`src/rtl/repl_pkg.sv`:
```
package repl_pkg;

    typedef enum logic [1:0] {
        MODE_RECENCY   = 2'd0,
        MODE_FILL      = 2'd1,
        MODE_TREE      = 2'd2,
        MODE_RECENCY_B = 2'd3
    } repl_mode_e;

    typedef enum logic [1:0] {
        OP_IDLE = 2'd0,
        OP_HIT  = 2'd1,
        OP_MISS = 2'd2
    } repl_op_e;

endpackage

```
`src/rtl/repl_locate.sv`:
```
// Finds the position in the order that holds a given way.
module repl_locate #(
    parameter int WAYS  = 4,
    parameter int IDX_W = 2
) (
    input  logic [WAYS*IDX_W-1:0] order_in,
    input  logic [IDX_W-1:0]      way_in,
    output logic [IDX_W-1:0]      pos_out
);

    logic [WAYS-1:0] match;

    for (genvar p = 0; p < WAYS; p++) begin : g_cmp
        assign match[p] = (order_in[p*IDX_W +: IDX_W] == way_in);
    end

    always_comb begin
        pos_out = '0;
        for (int p = 0; p < WAYS; p++) begin
            if (match[p]) pos_out = IDX_W'(p);
        end
    end

endmodule

```
`src/rtl/repl_permute.sv`:
```
// Computes the next order for one access from the current order.
module repl_permute
    import repl_pkg::*;
#(
    parameter int WAYS  = 4,
    parameter int IDX_W = 2
) (
    input  repl_op_e              op,
    input  repl_mode_e            mode,
    input  logic [IDX_W-1:0]      hit_pos,
    input  logic [WAYS*IDX_W-1:0] order_cur,
    output logic [WAYS*IDX_W-1:0] order_next
);

    localparam logic [IDX_W-1:0] LAST_POS = IDX_W'(WAYS - 1);

    logic [IDX_W-1:0]      shift_pos;
    logic [WAYS*IDX_W-1:0] shift_order;
    logic [WAYS*IDX_W-1:0] tree_order;

    // A miss is the recency move from the last position.
    assign shift_pos = (op == OP_MISS) ? LAST_POS : hit_pos;

    for (genvar p = 0; p < WAYS; p++) begin : g_shift
        localparam logic [IDX_W-1:0] PV = IDX_W'(p);
        if (p == 0) begin : g_head
            assign shift_order[0 +: IDX_W] = order_cur[shift_pos*IDX_W +: IDX_W];
        end else begin : g_body
            assign shift_order[p*IDX_W +: IDX_W] = (PV <= shift_pos)
                ? order_cur[(p-1)*IDX_W +: IDX_W]
                : order_cur[p*IDX_W +: IDX_W];
        end
    end

    // Tree reordering, written in closed form over position bits.
    always_comb begin
        logic [IDX_W-1:0] diff;
        logic [IDX_W-1:0] mask;
        logic [IDX_W-1:0] dest;
        tree_order = '0;
        for (int q = 0; q < WAYS; q++) begin
            diff = IDX_W'(q) ^ hit_pos;
            mask = '1;
            for (int b = IDX_W - 1; b >= 0; b--) begin
                if (diff[b]) mask = {IDX_W{1'b1}} >> (IDX_W - 1 - b);
            end
            dest = IDX_W'(q) ^ (hit_pos & mask);
            tree_order[dest*IDX_W +: IDX_W] = order_cur[q*IDX_W +: IDX_W];
        end
    end

    always_comb begin
        unique case (op)
            OP_IDLE: order_next = order_cur;
            OP_MISS: order_next = shift_order;
            OP_HIT: begin
                unique case (mode)
                    MODE_RECENCY, MODE_RECENCY_B: order_next = shift_order;
                    MODE_FILL:                    order_next = order_cur;
                    MODE_TREE:                    order_next = tree_order;
                    default:                      order_next = order_cur;
                endcase
            end
            default: order_next = order_cur;
        endcase
    end

endmodule

```
`src/rtl/repl_order_reg.sv`:
```
// Holds the order; resets to the identity order.
module repl_order_reg #(
    parameter int WAYS  = 4,
    parameter int IDX_W = 2
) (
    input  logic                  clk,
    input  logic                  rst_n,
    input  logic                  load,
    input  logic [WAYS*IDX_W-1:0] order_d,
    output logic [WAYS*IDX_W-1:0] order_q
);

    always_ff @(posedge clk or negedge rst_n) begin
        if (!rst_n) begin
            for (int p = 0; p < WAYS; p++) begin
                order_q[p*IDX_W +: IDX_W] <= IDX_W'(p);
            end
        end else if (load) begin
            order_q <= order_d;
        end
    end

endmodule

```
`src/rtl/repl_perm_engine.sv`:
```
module repl_perm_engine
    import repl_pkg::*;
#(
    parameter int  WAYS  = 4,
    localparam int IDX_W = (WAYS > 1) ? $clog2(WAYS) : 1
) (
    input  logic                  clk,
    input  logic                  rst_n,
    input  logic                  acc_valid,
    input  logic                  acc_hit,
    input  logic [IDX_W-1:0]      acc_way,
    input  logic [1:0]            acc_mode,
    output logic [IDX_W-1:0]      victim_way,
    output logic [WAYS*IDX_W-1:0] order_flat
);

    repl_op_e              op;
    repl_mode_e            mode;
    logic [IDX_W-1:0]      hit_pos;
    logic [WAYS*IDX_W-1:0] order_q;
    logic [WAYS*IDX_W-1:0] order_d;
    logic [WAYS-1:0]       present;

    assign mode = repl_mode_e'(acc_mode);

    // Access classification.
    always_comb begin
        unique casez ({acc_valid, acc_hit})
            2'b0?:   op = OP_IDLE;
            2'b11:   op = OP_HIT;
            2'b10:   op = OP_MISS;
            default: op = OP_IDLE;
        endcase
    end

    repl_locate #(.WAYS(WAYS), .IDX_W(IDX_W)) u_locate (
        .order_in (order_q),
        .way_in   (acc_way),
        .pos_out  (hit_pos)
    );

    repl_permute #(.WAYS(WAYS), .IDX_W(IDX_W)) u_permute (
        .op         (op),
        .mode       (mode),
        .hit_pos    (hit_pos),
        .order_cur  (order_q),
        .order_next (order_d)
    );

    repl_order_reg #(.WAYS(WAYS), .IDX_W(IDX_W)) u_state (
        .clk     (clk),
        .rst_n   (rst_n),
        .load    (op != OP_IDLE),
        .order_d (order_d),
        .order_q (order_q)
    );

    // Outputs.
    always_comb begin
        victim_way = order_q[(WAYS-1)*IDX_W +: IDX_W];
        order_flat = order_q;
    end

    always_comb begin
        present = '0;
        for (int p = 0; p < WAYS; p++) begin
            present[order_q[p*IDX_W +: IDX_W]] = 1'b1;
        end
    end


    perm_complete_chk: assert property (@(posedge clk) disable iff (!rst_n)
        &present);


    idle_hold_chk: assert property (@(posedge clk) disable iff (!rst_n)
        !acc_valid |=> $stable(order_flat));


    miss_insert_chk: assert property (@(posedge clk) disable iff (!rst_n)
        (acc_valid && !acc_hit) |=> (order_flat[IDX_W-1:0] == $past(victim_way)));


    miss_shift_chk: assert property (@(posedge clk) disable iff (!rst_n)
        (acc_valid && !acc_hit) |=>
        (order_flat[WAYS*IDX_W-1:IDX_W] == $past(order_flat[(WAYS-1)*IDX_W-1:0])));


    fill_hit_chk: assert property (@(posedge clk) disable iff (!rst_n)
        (acc_valid && acc_hit && acc_mode == 2'd1) |=> $stable(order_flat));


    hit_front_chk: assert property (@(posedge clk) disable iff (!rst_n)
        (acc_valid && acc_hit && acc_mode != 2'd1) |=>
        (order_flat[IDX_W-1:0] == $past(acc_way)));

endmodule

```
`config.mk`:
```
export PLATFORM = sky130hd
export DESIGN_NAME = repl_perm_engine
export DESIGN_NICKNAME = d
export VERILOG_FILES = /design/src/rtl/repl_pkg.sv /design/src/rtl/repl_locate.sv /design/src/rtl/repl_permute.sv /design/src/rtl/repl_order_reg.sv /design/src/rtl/repl_perm_engine.sv
export SDC_FILE = /design/constraint.sdc
export NUM_CORES = 1
export LEC_CHECK = 0
export ABC_CLOCK_PERIOD_IN_PS = 1600
export BUFFER_PORTS_ARGS = -buffer_cell sky130_fd_sc_hd__buf_4
export CORE_UTILIZATION = 47
export DETAILED_ROUTE_END_ITERATION = 6
export PLACE_DENSITY = 0.7
export SLEW_MARGIN = 20
export SYNTH_ARGS = -nofsm -noshare
export SYNTH_HDL_FRONTEND = slang
export SYNTH_SLANG_ARGS = --single-unit
```
`constraint.sdc`:
```
create_clock -name clk -period 1.6 [get_ports clk]
set_input_delay 0.24 -clock clk [delete_from_list [all_inputs] [get_ports clk]]
set_output_delay 0.24 -clock clk [all_outputs]
set_load 0.005 [all_outputs]
```
==> impl_results.md <==
- Worst R2R Start: u_state.order_q[5]
- Violated checks: negative setup slack
- First-pass GRT wire length: about 3.4 mm
- Hold Path Class: in -> async
- Async SR Flop Fraction: 100%
- Sequential share of power: about 23%
- Achievable Freq: ~600 MHz
- Die area: approximately 0.0018 sq mm
- CTS tree: yes
- Iter 0 DRT Violations: 27
- Share of layout cells above drive strength 1: between 50% and 60%
- Post-Route WL: 2.09 mm
- Clock power share: under 10%
- CTS root buffer: clkbuf_4
- Gpl congestion: 0.945
- Yosys cell types: 36
- Critical Path Sink Type: register
- Starting Density: about half
- Placed cell count: about 120
- Multi-input combinational cell area: 562 sq um
- Critical path arrival: 1.81 ns
- Main synth FF type: dfstp_2
- PD cells: roughly 2000 mW/mm^2
- Avg Cell Area, Syn: around 9.5 sq um
- Worst Skew: 0.00503 ns
- Non-Filler Instances: 123
- Vias in the first global route: roughly 690
- WL/cell: 17.0 um
- Largest cells by area after synthesis: dfstp_2 13%, dfrtp_1 13%, xor2_1 4.5%
- Startpoint Class: register
- CTS clk-pin slew, worst paths: approximately 0.06 ns
- Rows: 14
- Min cycle time layout: about 1.6 ns
- Gate Count Post-Synth: 83
- Worst-Margin Slew: a little over 0.3 ns
- Crit Path Max Fanout: 3
- DR pass1 iterations: 4
- Initial antenna violation count: 0
- Critical path required time: around 1.8 ns
- DRT antenna net count: 0
- RSZ-0062 raised after global routing: yes
- Final Core Density: a little under 70%
- Ports: 18
- Final setup viols: 3
- Core area: about 0.0015 sq mm
- Fillers: 127
- Port buffer count: 17
- EDFF count, synth: 0
- Largest net degree at the start of global routing: 10
- Synthesized area: roughly 780 sq um
- Internal: 0.00121 W
- Avg Vias per Cell: 6.24
- Total GRT Usage: around a quarter
- Synth cell count leaders: 6 x a21oi_1, 5 x inv_1, 5 x o21ai_0
- Max Transition Viols Final: 0
- Fin Hold WS: between 0.3 and 0.4 ns
- Clk Latency, worst-skew pair: approximately 0.27 ns
- Count leader, synth: a21oi_1
- Sink Count: 8
- Register area share after synthesis: a little over a quarter
- Final #Nets: 117
- Drt drc: 0
- CTS Buffer Depth: 2
- MaxCap Viol Count: 0
- DIE WIDTH: between 40 and 50 um
- #FFs+latches synth: 8
- Total gr overflow: 0
- Outcome: finished with violations
- Final HPWL DP: between 1.5 and 2 mm
- YS warnings: 0
- Maximum vdd drop: around 1.2 mV
- Pleak: 0.443 nW
- Htree depth: 1
- Switching pwr: 0.000946 W
- Post-CTS setup repair buffer count: 0
- Sequential Area: about 210 sq um
- Setup TNS: -0.0360 ns
- Syn Nets: slightly above 90
- Sw Ratio: between 40% and 50%
- WS Path Type: reg -> reg
- Leading area contributor after synthesis: dfstp_2
- Relative slew slack: 79.6%
- Die height: 42.9 um
- Final period util: 101%
- Combinational Power Share: between 60% and 70%
- Area share of the largest cell type after synthesis: 13.4%
- TritonCTS Buffers: 3
- Final hold vios: 0
- Crit path launch: u_state.order_q[5]
- DR vias: approximately 770
- Antenna cells: 0
- Final worst slack: -0.0186 ns
- Area grow syn2layout: 34.3%
-- cells by family (layout without fill, tap and decap cells) --
family | count (synthesis) | in the layout | share of synthesized area [%]
compound gates | 34 | 34 | 33.3
simple gates | 15 | 15 | 10.2
buf+inv | 13 | 37 | 10.4
xor+xnor | 9 | 9 | 14.4
flops | 8 | 8 | 26.2
mux | 4 | 4 | 5.58
-- critical path, stage by stage, from the launching register on --
cell	delay, ns
dfstp_2	0.58
xnor2_2	0.09
a211oi_4	0.26
nand2_2	0.09
a31oi_4	0.20
mux2_4	0.31
-- layer usage --
metal  track usage, %  up-vias  wire length (um)  part of all wire, %
met2             39.1       41              1050                   50
met3             6.38       10               118                  5.6
met5                0        -                 0                    0
met4             10.6        0                37                  1.8
met1             33.3      365               886                   42
li1                 -      352                 -                    -
-- path summary, 6_finish.rpt --
kind                                               to  slack, ns  cells after the start
max                                          register      -0.02                      5
min reg2reg                                  register       0.66                      2
min                                u_state.order_q[4]       0.33                      2
max in group asynchronous  asynchronous set/reset pin       1.06                      2
min in group clk                   u_state.order_q[4]       0.39                      4
max reg2reg                                  register      -0.02                      5
-- stage by stage --
stage          setup WS [ns]  power [W]  area [sq um]
5_1_grt              -0.0530    0.00230          1050
6_report             -0.0186    0.00216          1050
2_1_floorplan        -0.0971    0.00135           807
3_3_place_gp         -0.0296    0.00182           971
4_1_cts              -0.0205    0.00207          1010
3_5_place_dp         -0.0580    0.00184           971
-- placed cells by master, fill, tap and decap left out, types with 3 or more instances in the layout --
| master | count |
|---|---|
| o22ai_1 | 3 |
| o21ai_0 | 4 |
| inv_1 | 4 |
| mux2_4 | 3 |
| buf_4 | 27 |
| nor2_1 | 3 |
| nand2_1 | 4 |
| dfrtp_1 | 3 |
| o21ai_1 | 4 |
| a21oi_1 | 6 |
| xor2_2 | 3 |
| dfstp_2 | 4 |
| clkbuf_4 | 3 |
-- repair_timing --
| item | 4_1_cts | 5_1_grt |
|---|---|---|
| endpoints found under the setup margin | 3 | 7 |
| hold endpoints to repair | 8 | 0 |
| pin swaps | 1 | 1 |
| hold buffers | 1 | 0 |
| gates cloned | 0 | 0 |
| resized for setup | 3 | 9 |
-- cell type report --
| type | count | share of cell area, % |
|---|---|---|
| repair buffers | 29 | 21.3 |
| well taps | 16 | 1.90 |
| multi-input cells | 62 | 53.3 |
| flip-flops and latches | 8 | 19.6 |
| clock buffers | 3 | 2.14 |
| inverters | 5 | 1.78 |
-- power by group through the flow --
stage / Combinational [W] / Clock (W) / Sequential [W]
2_1_floorplan: 0.000908 / 0 / 0.000442
3_3_place_gp: 0.00134 / 0 / 0.000477
3_5_place_dp: 0.00136 / 0 / 0.000483
4_1_cts: 0.00141 / 0.000178 / 0.000480
5_1_grt: 0.00160 / 0.000184 / 0.000513
6_report: 0.00148 / 0.000174 / 0.000500
Note: power is estimated with default switching activity, not from simulation.
